[src/rtl/disp_pkg.sv]
// Package: shared class codes, queue indices and barrier states for the
// instruction dispatcher. Assumes the class code is two bits wide.
package disp_pkg;
    typedef enum logic [1:0] {
        CLS_PLAY = 2'b00,
        CLS_PREF = 2'b01,
        CLS_WS   = 2'b10,
        CLS_GET  = 2'b11
    } instr_cls_e;

    localparam int NUM_Q = 3;   // queued classes: codes 0..NUM_Q-1

    typedef enum logic [1:0] {
        BAR_IDLE   = 2'b00,
        BAR_DRAIN  = 2'b01,
        BAR_RETURN = 2'b10
    } barrier_st_e;
endpackage

[src/rtl/disp_fifo.sv]
// disp_fifo: synchronous FIFO with a combinational head.
// Assumes the caller never pushes when full or pops when empty.
// A push and a pop in the same cycle are both performed.
module disp_fifo #(
    parameter int W     = 16,
    parameter int DEPTH = 8
) (
    input  logic         clk,
    input  logic         rst_n,
    input  logic         push,
    input  logic [W-1:0] din,
    input  logic         pop,
    output logic [W-1:0] dout,
    output logic         empty,
    output logic         full
);
    localparam int AW = (DEPTH > 1) ? $clog2(DEPTH) : 1;
    localparam int CW = $clog2(DEPTH + 1);

    logic [W-1:0]  mem [DEPTH];
    logic [AW-1:0] wp, rp;
    logic [CW-1:0] cnt;

    // Storage write: no reset needed, validity is tracked by cnt.
    always_ff @(posedge clk) begin
        if (push) mem[wp] <= din;
    end

    // Pointer and occupancy bookkeeping.
    always_ff @(posedge clk) begin
        if (!rst_n) begin
            wp  <= '0;
            rp  <= '0;
            cnt <= '0;
        end else begin
            if (push) wp <= (wp == AW'(DEPTH - 1)) ? '0 : wp + AW'(1);
            if (pop)  rp <= (rp == AW'(DEPTH - 1)) ? '0 : rp + AW'(1);
            cnt <= cnt + CW'(push) - CW'(pop);
        end
    end

    assign dout  = mem[rp];
    assign empty = (cnt == '0);
    assign full  = (cnt == CW'(DEPTH));
endmodule

[src/rtl/get_barrier.sv]
// get_barrier: holds one value-returning instruction until every queue
// has drained, issues it, then returns the completion value for one cycle.
// Assumes get_accept is only raised while idle is high.
module get_barrier
    import disp_pkg::*;
#(
    parameter int PW = 16,
    parameter int RW = 16
) (
    input  logic          clk,
    input  logic          rst_n,
    input  logic          get_accept,
    input  logic [PW-1:0] get_cmd,
    input  logic          all_empty,
    input  logic          get_done,
    input  logic [RW-1:0] get_value,
    output logic          idle,
    output logic          get_req,
    output logic [PW-1:0] get_data,
    output logic          ret_valid,
    output logic [RW-1:0] ret_value
);
    barrier_st_e   st;
    logic [PW-1:0] cmd_q;
    logic [RW-1:0] val_q;

    // Barrier sequencing: idle -> drain -> return -> idle.
    always_ff @(posedge clk) begin
        if (!rst_n) begin
            st    <= BAR_IDLE;
            cmd_q <= '0;
            val_q <= '0;
        end else begin
            case (st)
                BAR_IDLE: if (get_accept) begin
                    st    <= BAR_DRAIN;
                    cmd_q <= get_cmd;
                end
                BAR_DRAIN: if (all_empty && get_done) begin
                    st    <= BAR_RETURN;
                    val_q <= get_value;
                end
                BAR_RETURN: st <= BAR_IDLE;
                default:    st <= BAR_IDLE;
            endcase
        end
    end

    assign idle      = (st == BAR_IDLE);
    assign get_req   = (st == BAR_DRAIN) && all_empty;
    assign get_data  = cmd_q;
    assign ret_valid = (st == BAR_RETURN);
    assign ret_value = val_q;
endmodule

[src/rtl/seq_dispatch.sv]
// seq_dispatch: sorts one decoded instruction per clock into playback,
// prefetch and wait/set queues, and runs value-returning instructions
// behind a full drain barrier. Assumes in_class is stable while in_valid.
module seq_dispatch
    import disp_pkg::*;
#(
    parameter int PW     = 16,
    parameter int RW     = 16,
    parameter int QDEPTH = 8
) (
    input  logic          clk,
    input  logic          rst_n,
    input  logic          in_valid,
    output logic          in_ready,
    input  logic [1:0]    in_class,
    input  logic [PW-1:0] in_data,
    input  logic          rel_play,
    input  logic          rel_ws,
    output logic          play_valid,
    input  logic          play_ready,
    output logic [PW-1:0] play_data,
    output logic          pf_valid,
    input  logic          pf_ready,
    output logic [PW-1:0] pf_data,
    output logic          ws_valid,
    input  logic          ws_ready,
    output logic [PW-1:0] ws_data,
    output logic          get_req,
    output logic [PW-1:0] get_data,
    input  logic          get_done,
    input  logic [RW-1:0] get_value,
    output logic          ret_valid,
    output logic [RW-1:0] ret_value
);
    logic [NUM_Q-1:0] q_push, q_pop, q_empty, q_full;
    logic [PW-1:0]    q_head [NUM_Q];
    logic             accept, dest_full, bar_idle, get_accept;

    // Queue instances, one per queued class; index equals class code.
    for (genvar q = 0; q < NUM_Q; q++) begin : g_q
        assign q_push[q] = accept && (in_class == 2'(q));
        disp_fifo #(.W(PW), .DEPTH(QDEPTH)) u_fifo (
            .clk(clk), .rst_n(rst_n),
            .push(q_push[q]), .din(in_data),
            .pop(q_pop[q]), .dout(q_head[q]),
            .empty(q_empty[q]), .full(q_full[q])
        );
    end

    // Destination-full lookup for the offered class.
    always_comb begin
        case (in_class)
            CLS_PLAY: dest_full = q_full[0];
            CLS_PREF: dest_full = q_full[1];
            CLS_WS:   dest_full = q_full[2];
            default:  dest_full = 1'b0;
        endcase
    end

    assign in_ready   = bar_idle && !dest_full;
    assign accept     = in_valid && in_ready;
    assign get_accept = accept && (in_class == CLS_GET);

    // Head release: timing-unit gated for playback and wait/set only.
    assign play_valid = !q_empty[0] && rel_play;
    assign pf_valid   = !q_empty[1];
    assign ws_valid   = !q_empty[2] && rel_ws;
    assign q_pop[0]   = play_valid && play_ready;
    assign q_pop[1]   = pf_valid && pf_ready;
    assign q_pop[2]   = ws_valid && ws_ready;
    assign play_data  = q_head[0];
    assign pf_data    = q_head[1];
    assign ws_data    = q_head[2];

    get_barrier #(.PW(PW), .RW(RW)) u_bar (
        .clk(clk), .rst_n(rst_n),
        .get_accept(get_accept), .get_cmd(in_data),
        .all_empty(&q_empty), .get_done(get_done), .get_value(get_value),
        .idle(bar_idle), .get_req(get_req), .get_data(get_data),
        .ret_valid(ret_valid), .ret_value(ret_value)
    );
endmodule

[config.mk]
export PLATFORM = sky130hd
export DESIGN_NAME = seq_dispatch
export DESIGN_NICKNAME = d
export VERILOG_FILES = /design/src/rtl/disp_pkg.sv /design/src/rtl/disp_fifo.sv /design/src/rtl/get_barrier.sv /design/src/rtl/seq_dispatch.sv
export SDC_FILE = /design/constraint.sdc
export NUM_CORES = 1
export LEC_CHECK = 0
export ABC_AREA = 1
export BUFFER_PORTS_ARGS = -buffer_cell sky130_fd_sc_hd__clkbuf_2
export CAP_MARGIN = 5
export CORE_MARGIN = 1
export CORE_UTILIZATION = 40
export DETAILED_ROUTE_END_ITERATION = 10
export PLACE_DENSITY = 0.7
export SLEW_MARGIN = 20
export SYNTH_ARGS = -nofsm -noshare
export SYNTH_HDL_FRONTEND = slang
export SYNTH_SLANG_ARGS = --single-unit
[constraint.sdc]
create_clock -name clk -period 2.79 [get_ports clk]
set_input_delay 0.1395 -clock clk [delete_from_list [all_inputs] [get_ports clk]]
set_output_delay 0.1395 -clock clk [all_outputs]
set_load 0.02 [all_outputs]
## Yosys cells after proc, flatten, opt, wreduce, memory -nomap -nowiden

Memory sizes are Yosys's and may differ from the RTL's. A register that Yosys moved wholly into a read port is not among the register bits.
Index checks and enable logic that the tools add are counted.

| word-level totals | value |
|---|---|
| register bits after elaboration | 64 |
| latch bits | 0 |
| RAM bits | 384 |
| ROM bits | 0 |
| input port bits | 43 |
| word-level logic and storage cells | 91 |
| memories kept | 3 |

Memories:

| name | depth | width | rd ports | clocked after Yosys merged registers in | write ports | RTL line | text |
|---|---|---|---|---|---|---|---|
| g_q[0].u_fifo.mem | 8 | 16 | 1 | 1 | 1 | disp_fifo.sv:20 | `logic [W-1:0] mem [DEPTH];` |
| g_q[1].u_fifo.mem | 8 | 16 | 1 | 1 | 1 | disp_fifo.sv:20 |  |
| g_q[2].u_fifo.mem | 8 | 16 | 1 | 1 | 1 | disp_fifo.sv:20 |  |

| cells by class | value |
|---|---|
| $add $sub $neg | 12 |
| multipliers | 0 |
| divide/modulo/power cells | 0 |
| $lt $le $gt $ge | 0 |
| equality and inequality tests | 16 |
| shift operators | 0 |
| mux-type cells | 22 |
| bitwise gates (word level) | 0 |
| reductions and logical operators | 26 |

Operator list:

| operator | count |
|---|---|
| $mux W3 | 12 |
| $add A3 B1 Y3 const B | 6 |
| $eq A3 B3 Y1 const B | 6 |
| $logic_and A1 B1 Y1 | 13 |
| $add A4 B1 Y4 | 3 |
| $eq A4 B4 Y1 const B | 3 |
| $logic_not A4 Y1 | 3 |
| $sub A4 B1 Y4 | 3 |
| $eq A2 B2 Y1 const B | 3 |
| $mux W1 | 6 |
| $reduce_and A2 Y1 | 3 |
| $eq A2 B1 Y1 const B | 2 |
| $logic_not A1 Y1 | 4 |
| $logic_not A2 Y1 | 2 |
| $mux W2 | 2 |
| $ne A2 B1 Y1 const B | 2 |
| $pmux W2 S2 | 1 |
| $pmux W1 S3 | 1 |
| $reduce_and A3 Y1 | 1 |

## Longest topological paths before layout

Gate-level depths: netlist of run 1.

| logic depth | value |
|---|---|
| depth in word-level cells | 8 |
| mapped depth | 18 |
| depth with buffers taken out | 17 |

## Modules after synthesis

Synthesis of run 1 repeated with hierarchy kept, for this count alone.

| unflattened totals | value |
|---|---|
| cells, all modules | 2153 |
| area total of the unflattened synthesis | 20422.1 µm² |

By module, submodules not included:

| module | times used | cells an instance | area each (µm²) | seq. area each (µm²) |
|---|---|---|---|---|
| disp_fifo | 3 | 639 | 6268.5 | 4103.9 |
| get_barrier | 1 | 206 | 1480.2 | 680.7 |
| seq_dispatch | 1 | 30 | 136.4 | 0.0 |

## Worst setup path after synthesis of run 1

OpenSTA, ideal clock, no wires.

| path | value |
|---|---|
| path kind | input port to flip-flop |
| start | in in_class[0] |
| end | mem g_q[0].u_fifo.mem[6][0], enable pin |
| setup time | 0.409 ns |
| arrival | 2.303 ns |
| data required time | 2.381 ns |
| setup slack | 0.077 ns |
| stages on the path | 10 |
| path buffers | 1 |
| path through | inv_1 -> ha_1 -> inv_1 -> nand2_1 -> nand2_1 -> nor2_1 -> nand3_2 -> nand4_1 -> buf_4 -> nor3_1 |

| on the way | value |
|---|---|
| cells in the longest elaborated chain, start to end | 8 |

RTL lines:

| item | RTL line | text |
|---|---|---|
| start, declared | seq_dispatch.sv:15 | `input logic [1:0] in_class,` |
| $eq A2 B2 Y1 (tied with other cells) | seq_dispatch.sv:52 | `case (in_class)` |
| $pmux W1 S3 | seq_dispatch.sv:52 |  |
| $logic_not A1 Y1 | seq_dispatch.sv:60 | `assign in_ready = bar_idle && !dest_full;` |
| $logic_and A1 B1 Y1 | seq_dispatch.sv:60 |  |
| $logic_and A1 B1 Y1 | seq_dispatch.sv:61 | `assign accept = in_valid && in_ready;` |
| $logic_and A1 B1 Y1 (*) | seq_dispatch.sv:41 | `assign q_push[q] = accept && (in_class == 2'(q));` |
| $mux W1 (*) | disp_fifo.sv:26 | `if (push) mem[wp] <= din;` |
| $mux W1 (not written as such) (*) | disp_fifo.sv:26 |  |
| end, declared | disp_fifo.sv:20 |  |

Every way passes the cells marked *; elsewhere a longest branch is shown, timed or not.

==> results of run 1 <==
-- report_power, final --
part	internal, mW	switching (mW)	total, mW
Sequential	7.60	0.136	7.73
Clock	3.20	2.53	5.73
Combinational	0.987	2.19	3.17
Total	11.8	4.86	16.6
-- worst reg2reg max path, cell delays in order, from the launching register on --
cell      delay, ns
dfxtp_1        0.33
inv_1          0.06
ha_1           0.20
nand2_1        0.06
inv_1          0.07
nor2_1         0.13
nand2_1        0.14
inv_1          0.17
ha_1           0.21
inv_1          0.06
ha_1           0.28
nand2_1        0.08
nor2_1         0.05
a211oi_1       0.25
o21ai_0        0.12
a21oi_1        0.14
-- worst paths after layout --
| path | slack (ns) | end | start | cells after the start |
|---|---|---|---|---|
| setup / recovery | 0.13 | ws_data[11] | flip-flop | 7 |
| setup reg to reg | 0.38 | g_q[2].u_fifo.cnt[3] | g_q[2].u_fifo.cnt[2] | 15 |
| hold / removal | 0.14 | g_q[1].u_fifo.cnt[0] | rst_n | 3 |
| hold reg to reg | 0.51 | flip-flop | g_q[0].u_fifo.rp[2] | 2 |
-- cell families (layout without fill, tap and decap cells) --
family,after synthesis,count (layout)
buffers and inverters,157,354
DFF,457,457
and+or+nand+nor,573,573
AOI/OAI and AO/OA,330,330
adders and majority gates,34,34
xor gates and xnor gates,3,3
-- layout make-up --
class | instances | area, sq um
repair buffers | 197 | 1240
fillers | 3828 | 23100
multi-input cells | 940 | 4630
clock buffers | 62 | 1260
flip-flops and latches | 457 | 13000
clock inverters | 19 | 128
inverters | 76 | 288
well taps | 592 | 741
-- what timing repair did --
action / 4_1_cts / 5_1_grt
endpoints found under the setup margin: 0 / 9
hold endpoints to repair: 27 / 0
hold buffers: 20 / 0
resized for setup: 0 / 3
-- flip-flops by register name, summed over array words and instances (netlist names), named ones only --
name,flops
g_q.u_fifo.cnt,12
g_q.u_fifo.mem,384
g_q.u_fifo.rp,9
g_q.u_fifo.wp,9
u_bar.get_data,16
u_bar.ret_value,16
u_bar.st,2
-- synth_stat cells (all sizes together) --
cell type	count	area share
inv	76	0.016
nand3b	1	0.00041
buf	26	0.0074
nand4	5	0.0029
xnor2	1	0.00048
ha	31	0.021
a21o	1	0.00041
clkbuf	55	0.011
a21oi	10	0.0028
nor3	25	0.0075
o21ai	217	0.060
edfxtp	384	0.64
o211a	3	0.0017
a211oi	2	0.00083
o22ai	48	0.017
dfxtp	73	0.081
a31oi	48	0.017
fa	3	0.0033
xor2	2	0.00097
nand3	3	0.0011
nand2	96	0.020
nor2	443	0.092
o21bai	1	0.00041
-- layer usage --
metal,wire length [um],up-vias,GRT usage
met4,1290,0,0.0674
li1,-,5776,-
met2,21100,399,0.314
met1,18200,6016,0.244
met5,0,-,0
met3,2640,78,0.0309
==> impl_metrics.sql, run 1 <==
INSERT INTO impl_metrics (metric_group, metric, value, unit) VALUES
('setup_path', 'cell_chain_of_the_critical_path', 'inv_1 -> buf_4 -> o21ai_0 -> o22ai_1 -> nor2_1 -> a31oi_1 -> clkbuf_2', ''),
('layout', 'num_antenna_cells', '0', ''),
('layout', 'proportion_of_layout_cells_with_a_drive_suffix_above_1', '0.158', ''),
('layout', 'area_delta_synth_final', '17.4', '%'),
('setup_path', 'timing.critical_path.to_type', 'output port', ''),
('timing', 'report.final.hold_viol_count', '0', ''),
('placed_design', 'worst_setup_slack_after_placement', '0.330', 'ns'),
('yosys', 'warning_count_from_the_yosys_run', '0', ''),
('layout', 'mostFrequentLayoutCell', 'nor2_1', ''),
('setup_path', 'stage_delay_of_the_slowest_cell_on_the_critical_path', '0.35', 'ns'),
('timing', 'setup_violations', '0', ''),
('floorplanning', 'floorplan.initialDensity', '0.408', ''),
('global_routing', 'track_usage', '0.187', ''),
('layout', 'post-route-cell-area', '21300', 'sq um'),
('placed_design', 'placed_area', '19700', 'sq um'),
('global_routing', 'grt_pass1_vias', '12100', ''),
('global_routing', 'largest_net_degree_at_the_start_of_global_routing', '65', ''),
('timing', 'worst-slew-pin-transition', '1.06', 'ns'),
('yosys', 'synth_top_family_by_area', 'simple AND/OR/NAND/NOR gates', ''),
('routing', 'drtPass1Iterations', '5', ''),
('timing', 'timing.hold.ws', '0.137', 'ns'),
('setup_path', 'timing.critical_path.from_type', 'flip-flop', ''),
('cts', 'htree_levels', '2', ''),
('floorplanning', 'fp.dieArea', '46200', 'sq um'),
('placed_design', 'dpl.cell_count', '2242', ''),
('timing', 'slew_headroom', '0.294', ''),
('timing', 'totalNegativeSetupSlack', '0', 'ns'),
('floorplanning', 'core_area', '44400', 'sq um'),
('routing', 'via_count', '12300', ''),
('floorplanning', 'ios', '129', ''),
('routing', 'routedWlPerCell', '18.4', 'um'),
('setup_path', 'arrival', '2.52', 'ns'),
('timing', 'timing.final.max_slew_violations', '0', ''),
('yosys', 'syn_avg_cell_area', '11.7', 'sq um'),
('routing', 'drt.antenna.violating_nets', '0', ''),
('cts', 'setup_buffers_after_cts', '0', ''),
('setup_path', 'type_of_the_setup_path_with_the_least_slack', 'reg2out', ''),
('placed_design', 'portBuffers', '128', ''),
('timing', 'setup_skew', '0.0216', 'ns'),
('setup_path', 'crit_slowest_cell', 'a31oi_1', ''),
('floorplanning', 'core.rowCount', '77', ''),
('routing', 'drt-total-wl', '43200', 'um'),
('global_routing', 'antenna_found_initial', '0', ''),
('routing', 'vias_per_cell', '5.24', ''),
('setup_path', 'timing.critical_path.fanout_max', '21', ''),
('yosys', 'synth-compound-area-share', '0.0991', ''),
('power_and_ir_drop', 'power.density', '782', 'nW/um^2'),
('power_and_ir_drop', 'power.total', '16.6', 'mW'),
('placed_design', 'detailedPlacementHpwl', '25900', 'um'),
('floorplanning', 'die-width', '215', 'um'),
('routing', 'detail_route.drc_violations', '0', ''),
('yosys', 'synth_area', '18100', 'sq um'),
('yosys', 'netlist-cell-type-count', '31', ''),
('floorplanning', 'die_height', '215', 'um'),
('cts', 'clock_sink_count', '457', ''),
('setup_path', 'timing.critical_path.max_delay_family', 'buffers and inverters', ''),
('cts', 'insertion_delay', '0.58', 'ns'),
('timing', 'timing.fmax', '376', 'MHz'),
('yosys', 'mappedNetlistNets', '1631', ''),
('cts', 'cts_max_path_buffers', '3', ''),
('timing', 'layout_min_cycle_time', '2.66', 'ns'),
('layout', 'finalNetCount', '1795', ''),
('routing', 'starting_drc_count_in_detailed_routing', '1084', ''),
('outcome', 'status', 'complete, no violations', ''),
('job', 'maxCapViolations', '0', ''),
('layout', 'layout.cells.non_filler', '2343', ''),
('min_path', 'path_type_of_the_worst_min_delay_path', 'in2reg', ''),
('cts', 'clockRootBuffer', 'clkbuf_16', ''),
('cts', 'path_clk_slew', '0.06', 'ns'),
('yosys', 'synth.yosys.seq_area_share', '0.717', ''),
('timing', 'rsz_0062_raised_after_global_routing', 'false', '');
(Power assumes the default switching activity.)
==> inputs of run 2 (changes only) <==
--- a/config.mk
+++ b/config.mk
@@ -11,6 +11,7 @@
 export CORE_MARGIN = 1
 export CORE_UTILIZATION = 40
 export DETAILED_ROUTE_END_ITERATION = 10
+export MAX_ROUTING_LAYER = met4
 export PLACE_DENSITY = 0.7
 export SLEW_MARGIN = 20
 export SYNTH_ARGS = -nofsm -noshare
==> run 2 against run 1 <==
Effect of this change:
- first-iteration DRC count is 4.9% lower
- critical path type unchanged
- critical endpoint is now ws_data[0]
- largest cell class unchanged
- cell count unchanged
- die area stayed put
- highest routed layer unchanged
==> impl_metrics.sql, run 2 (synthesized netlist as in run 1, its figures left out) <==
INSERT INTO impl_metrics (metric_group, metric, value, unit) VALUES
('layout', 'num_antenna_cells', '0', ''),
('timing', 'rsz_0062_raised_after_global_routing', 'false', ''),
('setup_path', 'cell_chain_of_the_critical_path', 'inv_1 -> nor2_1 -> a31oi_1 -> clkbuf_2', ''),
('outcome', 'status', 'complete, no violations', ''),
('routing', 'drt-total-wl', '43100', 'um'),
('timing', 'layout_min_cycle_time', '2.64', 'ns'),
('setup_path', 'timing.critical_path.max_delay_family', 'buffers and inverters', ''),
('global_routing', 'grt_pass1_vias', '12100', ''),
('setup_path', 'timing.critical_path.to_type', 'output port', ''),
('cts', 'cts_buffers', '46', ''),
('cts', 'path_clk_slew', '0.06', 'ns'),
('layout', 'mostFrequentLayoutCell', 'nor2_1', ''),
('placed_design', 'detailedPlacementHpwl', '25900', 'um'),
('floorplanning', 'ios', '129', ''),
('global_routing', 'largest_net_degree_at_the_start_of_global_routing', '65', ''),
('layout', 'area_delta_synth_final', '17.4', '%'),
('timing', 'timing.fmax', '379', 'MHz'),
('global_routing', 'track_usage', '0.192', ''),
('setup_path', 'crit_slowest_cell', 'inv_1', ''),
('routing', 'starting_drc_count_in_detailed_routing', '1031', ''),
('cts', 'cts_max_path_buffers', '3', ''),
('floorplanning', 'die_height', '215', 'um'),
('layout', 'layout.cells.non_filler', '2343', ''),
('routing', 'drt.antenna.violating_nets', '0', ''),
('power_and_ir_drop', 'seq_power_share', '0.465', ''),
('floorplanning', 'core_area', '44400', 'sq um'),
('timing', 'worst-slew-pin-transition', '1.06', 'ns'),
('power_and_ir_drop', 'power.density', '781', 'nW/um^2'),
('power_and_ir_drop', 'power_frac_clock', '0.344', ''),
('layout', 'regMostFlops', 'g_q.u_fifo.mem', ''),
('global_routing', 'antenna_found_initial', '0', ''),
('cts', 'htree_levels', '2', ''),
('layout', 'finalNetCount', '1795', ''),
('placed_design', 'dpl.cell_count', '2242', ''),
('job', 'maxCapViolations', '0', ''),
('cts', 'clockRootBuffer', 'clkbuf_16', ''),
('floorplanning', 'fp.dieArea', '46200', 'sq um'),
('floorplanning', 'core.rowCount', '77', ''),
('power_and_ir_drop', 'power.combinational.fraction', '0.191', ''),
('power_and_ir_drop', 'internal_power', '11.8', 'mW'),
('floorplanning', 'die-width', '215', 'um'),
('power_and_ir_drop', 'leakage_power', '7.86', 'nW'),
('routing', 'drtPass1Iterations', '7', ''),
('timing', 'setup_skew', '0.0208', 'ns'),
('placed_design', 'gp_congestion', '0.853', ''),
('cts', 'cts_tree', 'done', ''),
('routing', 'vias_per_cell', '5.23', ''),
('timing', 'slew_headroom', '0.295', ''),
('layout', 'max_ffs_per_register', '384', ''),
('layout', 'final_cell_mix', 'nor2_1 (443), edfxtp_1 (384), o21ai_0 (211), clkbuf_2 (128), nand2_1 (96)', ''),
('layout', 'proportion_of_layout_cells_with_a_drive_suffix_above_1', '0.158', ''),
('cts', 'insertion_delay', '0.58', 'ns'),
('setup_path', 'cp.required', '2.65', 'ns'),
('cts', 'setup_buffers_after_cts', '0', ''),
('timing', 'final_min_period_over_clock_period', '0.946', ''),
('floorplanning', 'floorplan.initialDensity', '0.408', ''),
('timing', 'timing.final.max_slew_violations', '0', ''),
('routing', 'routedWlPerCell', '18.4', 'um'),
('setup_path', 'timing.critical_path.fanout_max', '32', ''),
('timing', 'report.final.hold_viol_count', '0', ''),
('power_and_ir_drop', 'power.share.switching', '0.291', ''),
('routing', 'detail_route.drc_violations', '0', ''),
('min_path', 'path_type_of_the_worst_min_delay_path', 'in2reg', ''),
('global_routing', 'gr-total-overflow', '0', ''),
('power_and_ir_drop', 'vdd.ir_drop.worst', '0.000433', 'V'),
('routing', 'via_count', '12300', ''),
('cts', 'clock_sink_count', '457', ''),
('setup_path', 'type_of_the_setup_path_with_the_least_slack', 'reg2out', ''),
('timing', 'setup_violations', '0', ''),
('power_and_ir_drop', 'total_switching_power', '4.85', 'mW'),
('setup_path', 'arrival', '2.50', 'ns'),
('timing', 'totalNegativeSetupSlack', '0', 'ns'),
('setup_path', 'stage_delay_of_the_slowest_cell_on_the_critical_path', '0.76', 'ns'),
('global_routing', 'grt_first_pass_wirelength', '66900', 'um'),
('placed_design', 'portBuffers', '128', ''),
('setup_path', 'cp.buffers_inverters', '2', ''),
('setup_path', 'timing.critical_path.from_type', 'flip-flop', ''),
('layout', 'nFillCells', '3828', '');
==> run 2: cell counts in the layout (fill, tap and decap cells not counted) <==
Identical to the previous run, type by type.
==> run 2: timing repair <==
item,4_1_cts,5_1_grt
endpoints found under the hold margin,27,0
gates resized for setup,0,3
setup endpoints to repair,0,9
hold buffers,20,0
==> run 2: final cells by class <==
class,instances,area [sq um],share of cell area
Multi-Input combinational cell,940,4630,0.218
Clock inverter,19,128,0.00600
Clock buffer,62,1260,0.0594
Timing Repair Buffer,197,1240,0.0581
Sequential cell,457,13000,0.611
Inverter,76,288,0.0135
Tap cell,592,741,0.0348
==> run 2: path summary, 6_finish.rpt <==
check,startpoint,end,slack [ns],depth (start not counted)
worst max-delay path,flip-flop,ws_data[0],0.15,4
worst min-delay path,rst_n,g_q[1].u_fifo.cnt[0],0.14,3
worst max register to register,g_q[2].u_fifo.cnt[2],g_q[2].u_fifo.cnt[3],0.37,15
worst min register to register,g_q[0].u_fifo.rp[2],flip-flop,0.51,2
==> run 2: per-stage QoR <==
stage / hold WS, ns / instance area, sq um / util / worst slack (ns) / total power [mW]
final: 0.141 / 21300 / 0.479 / 0.152 / 16.6
after global routing: 0.171 / 21300 / 0.479 / 0.0319 / 17.3
after CTS: 0.118 / 21300 / 0.479 / 0.0251 / 16.7
after detailed placement: 0.373 / 19700 / 0.443 / 0.330 / 11.0
after global placement: 0.363 / 19700 / 0.443 / 0.444 / 10.9
after floorplan: 0.238 / 18100 / - / 0.0773 / 9.89
==> run 2: routing by layer <==
layer  track usage  vias up  wire [um]  part of all wire
met5             -        -          0                 0
met2         0.314      404      21100              0.49
met1         0.243     5994      18200              0.42
li1              -     5778          -                 -
met3        0.0301       83       2580             0.060
met4        0.0674        0       1260             0.029
==> run 2: worst reg2reg max path, cell delays in order, from the launching register on <==
cell and delay (ns):
dfxtp_1 0.34, inv_1 0.06, ha_1 0.20, nand2_1 0.06
inv_1 0.07, nor2_1 0.13, nand2_1 0.14, inv_1 0.17
ha_1 0.21, inv_1 0.06, ha_1 0.28, nand2_1 0.08
nor2_1 0.05, a211oi_1 0.25, o21ai_0 0.12, a21oi_1 0.14
==> run 2: power groups by stage <==
stage / clock [mW] / combinational [mW] / sequential, mW
floorplan: 0 / 2.04 / 7.85
global placement: 0 / 3.04 / 7.87
detailed placement: 0 / 3.14 / 7.87
CTS: 5.81 / 3.18 / 7.73
global route: 6.09 / 3.49 / 7.75
finish: 5.73 / 3.17 / 7.73
==> inputs of run 3 (changes only) <==
==> constraint.sdc (replaced) <==
create_clock -name clk -period 2.3 [get_ports clk]
set_input_delay 0.115 -clock clk [delete_from_list [all_inputs] [get_ports clk]]
set_output_delay 0.115 -clock clk [all_outputs]
set_load 0.02 [all_outputs]
==> run 3 against run 2 <==
Effect of this change:
- setup slack worse by 0.12 ns
- register-to-register slack lost 0.25 ns
- clock skew fell by 0.0032 ns
- combinational power increased by 32%
- total power is 27% higher
- hold slack worse by 0.082 ns
- clock power is 31% higher
- sequential share of layout area decreased by 2.7 points
- die area did not move
- non-clock buffer count up 34
- largest cell class unchanged
- largest power group unchanged
==> impl_metrics.sql, run 3 (synthesized netlist as in run 1, its figures left out) <==
INSERT INTO impl_metrics (metric_group, metric, value, unit) VALUES
('timing', 'timing.hold.ws', '0.0591', 'ns'),
('min_path', 'holdPathStages', '3', ''),
('layout', 'multi_input_comb_area', '4810', 'sq um'),
('min_path', 'min_to', 'g_q[0].u_fifo.cnt[0]', ''),
('cts', 'clockRootBuffer', 'clkbuf_16', ''),
('cts', 'cts_max_path_buffers', '3', ''),
('setup_path', 'worst_r2r_path_depth', '12', ''),
('layout', 'final_cell_mix', 'nor2_1 (439), edfxtp_1 (384), o21ai_0 (210), clkbuf_2 (124), nand2_1 (94)', ''),
('routing', 'highest_metal_layer_with_signal_wires', 'met4', ''),
('layout', 'layout.cells.non_filler', '2382', ''),
('outcome', 'status', 'complete, no violations', ''),
('layout', 'nFillCells', '3734', ''),
('setup_path', 'timing.rr.end', 'g_q[1].u_fifo.cnt[2]', ''),
('cts', 'insertion_delay', '0.57', 'ns'),
('layout', 'finish.utilization', '0.502', ''),
('layout', 'max_ffs_per_register', '384', ''),
('layout', 'finalNetCount', '1830', ''),
('setup_path', 'type_of_the_setup_path_with_the_least_slack', 'reg2out', ''),
('routing', 'sum_of_routed_wire_segments_on_met1', '18700', 'um'),
('setup_path', 'timing.critical_path.from_type', 'flip-flop', ''),
('setup_path', 'crit_slowest_cell', 'dfxtp_4', ''),
('placed_design', 'gp_congestion', '0.837', ''),
('setup_path', 'cp.required', '2.18', 'ns'),
('cts', 'htree_levels', '2', ''),
('cts', 'path_clk_slew', '0.06', 'ns'),
('routing', 'met2_length', '21200', 'um'),
('placed_design', 'detailedPlacementHpwl', '25700', 'um'),
('timing', 'timing.fmax', '440', 'MHz'),
('floorplanning', 'die-width', '215', 'um'),
('placed_design', 'portBuffers', '128', ''),
('setup_path', 'timing.critical_path.to_type', 'output port', ''),
('setup_path', 'timing.reg2reg.setup_slack', '0.12', 'ns'),
('layout', 'regMostFlops', 'g_q.u_fifo.mem', ''),
('routing', 'drt-total-wl', '43800', 'um'),
('global_routing', 'largest_net_degree_at_the_start_of_global_routing', '37', ''),
('timing', 'setup_violations', '0', ''),
('floorplanning', 'die_height', '215', 'um'),
('timing', 'rsz_0062_raised_after_global_routing', 'true', ''),
('setup_path', 'rr_startpoint', 'g_q[1].u_fifo.cnt[1]', ''),
('layout', 'mostFrequentLayoutCell', 'nor2_1', ''),
('routing', 'detail_route.drc_violations', '0', ''),
('setup_path', 'stage_delay_of_the_slowest_cell_on_the_critical_path', '0.46', 'ns'),
('routing', 'routedWlPerCell', '18.4', 'um'),
('timing', 'worst-slew-pin-transition', '0.707', 'ns'),
('layout', 'ff_latch_area', '13000', 'sq um'),
('global_routing', 'grt_pass1_vias', '12100', ''),
('setup_path', 'arrival', '2.16', 'ns'),
('routing', 'via_count', '12400', ''),
('min_path', 'path_type_of_the_worst_min_delay_path', 'in2reg', ''),
('global_routing', 'track_usage', '0.194', ''),
('global_routing', 'gr-total-overflow', '0', ''),
('global_routing', 'grt_first_pass_wirelength', '67600', 'um'),
('cts', 'cts_tree', 'done', ''),
('layout', 'proportion_of_layout_cells_with_a_drive_suffix_above_1', '0.207', ''),
('routing', 'detailroute.wirelength.met3', '2740', 'um'),
('timing', 'final_min_period_over_clock_period', '0.988', ''),
('timing', 'totalNegativeSetupSlack', '0', 'ns'),
('placed_design', 'dpl.cell_count', '2256', ''),
('setup_path', 'timing.critical_path.fanout_max', '28', ''),
('cts', 'cts_buffers', '47', ''),
('routing', 'vias_per_cell', '5.20', ''),
('timing', 'report.final.hold_viol_count', '0', ''),
('floorplanning', 'core.rowCount', '77', ''),
('floorplanning', 'core_area', '44400', 'sq um'),
('global_routing', 'antenna_found_initial', '0', ''),
('power_and_ir_drop', 'vdd.ir_drop.worst', '0.000559', 'V'),
('setup_path', 'worst_path_most_repeated_cell', 'nor2_1', ''),
('floorplanning', 'floorplan.initialDensity', '0.408', ''),
('routing', 'drt.antenna.violating_nets', '0', ''),
('floorplanning', 'fp.dieArea', '46200', 'sq um'),
('layout', 'area_delta_synth_final', '22.9', '%'),
('timing', 'slew_headroom', '0.529', ''),
('timing', 'layout_min_cycle_time', '2.27', 'ns'),
('layout', 'post-route-cell-area', '22300', 'sq um'),
('timing', 'setup_skew', '0.0176', 'ns'),
('cts', 'clock_sink_count', '457', ''),
('floorplanning', 'ios', '129', ''),
('routing', 'drtPass1Iterations', '5', ''),
('placed_design', 'placed_area', '20100', 'sq um'),
('layout', 'num_antenna_cells', '0', ''),
('job', 'maxCapViolations', '0', ''),
('setup_path', 'cell_chain_of_the_critical_path', 'buf_8 -> nor2_1 -> nor2_1 -> o21ai_0 -> a31oi_2 -> clkbuf_2', ''),
('routing', 'starting_drc_count_in_detailed_routing', '1023', ''),
('timing', 'timing.final.max_slew_violations', '0', ''),
('min_path', 'hp-start', 'rst_n', ''),
('power_and_ir_drop', 'power.density', '947', 'nW/um^2'),
('power_and_ir_drop', 'leakage_power', '8.18', 'nW');
run 3: changes by cell type in the layout (fill, tap and decap cells not counted), moves of 7 or more:
cell / delta
dfxtp_1: -7
buf_12: +28
inv_1: -11
clkbuf_1: -7
a31oi_2: +18
a31oi_1: -18
run 3: what timing repair did:
action,4_1_cts,5_1_grt
buffers inserted,8,13
hold endpoints to repair,29,0
gates cloned,0,0
endpoints found under the setup margin,45,37
hold buffers,20,0
pin swaps,2,11
resized for setup,34,51
run 3: per-stage QoR:
stage          total power, mW  worst slack [ns]
4_1_cts                   21.0         -0.000788
2_1_floorplan             12.0            -0.372
6_report                  21.1            0.0286
3_5_place_dp              13.4           -0.0545
5_1_grt                   22.0           -0.0167
3_3_place_gp              13.3           -0.0142
run 3: worst max path at each step:
stage	start	endpoint	slack, ns	depth (start not counted)
CTS	flip-flop	ws_data[11]	-0.0008	7
global placement	in_class[1]	g_q[0].u_fifo.cnt[2]	-0.01	16
global route	g_q[0].u_fifo.cnt[1]	g_q[1].u_fifo.cnt[3]	-0.02	13
detailed placement	in_class[1]	g_q[2].u_fifo.cnt[2]	-0.05	17
floorplan	in_class[1]	g_q[0].u_fifo.mem[6][0]	-0.37	11
finish	flip-flop	play_data[4]	0.03	6
run 3: power by group:
part	internal, mW	switching [mW]
clock network	4.34	3.17
registers	9.22	0.198
logic	1.48	2.70
total	15.0	6.07
run 3: final cells by class:
class,count,area share
Clock buffer,53,0.0538
Clock inverter,33,0.0142
Inverter,76,0.0143
Multi-Input combinational cell,940,0.216
Sequential cell,457,0.584
Tap cell,592,0.0332
Timing Repair Buffer,231,0.0849
run 3: worst max-delay path: cells and delay by family (launching register included):
family,cells,cell delay [ns]
AOI/OAI and AO/OA,2,0.49
DFF,1,0.46
buffers and inverters,2,0.45
and+or+nand+nor,2,0.17
run 3: per-layer routing:
metal  vias up  track usage
met5         -            -
met4         0       0.0652
met3        72       0.0375
met2       382        0.315
met1      6056        0.243
li1       5865            -
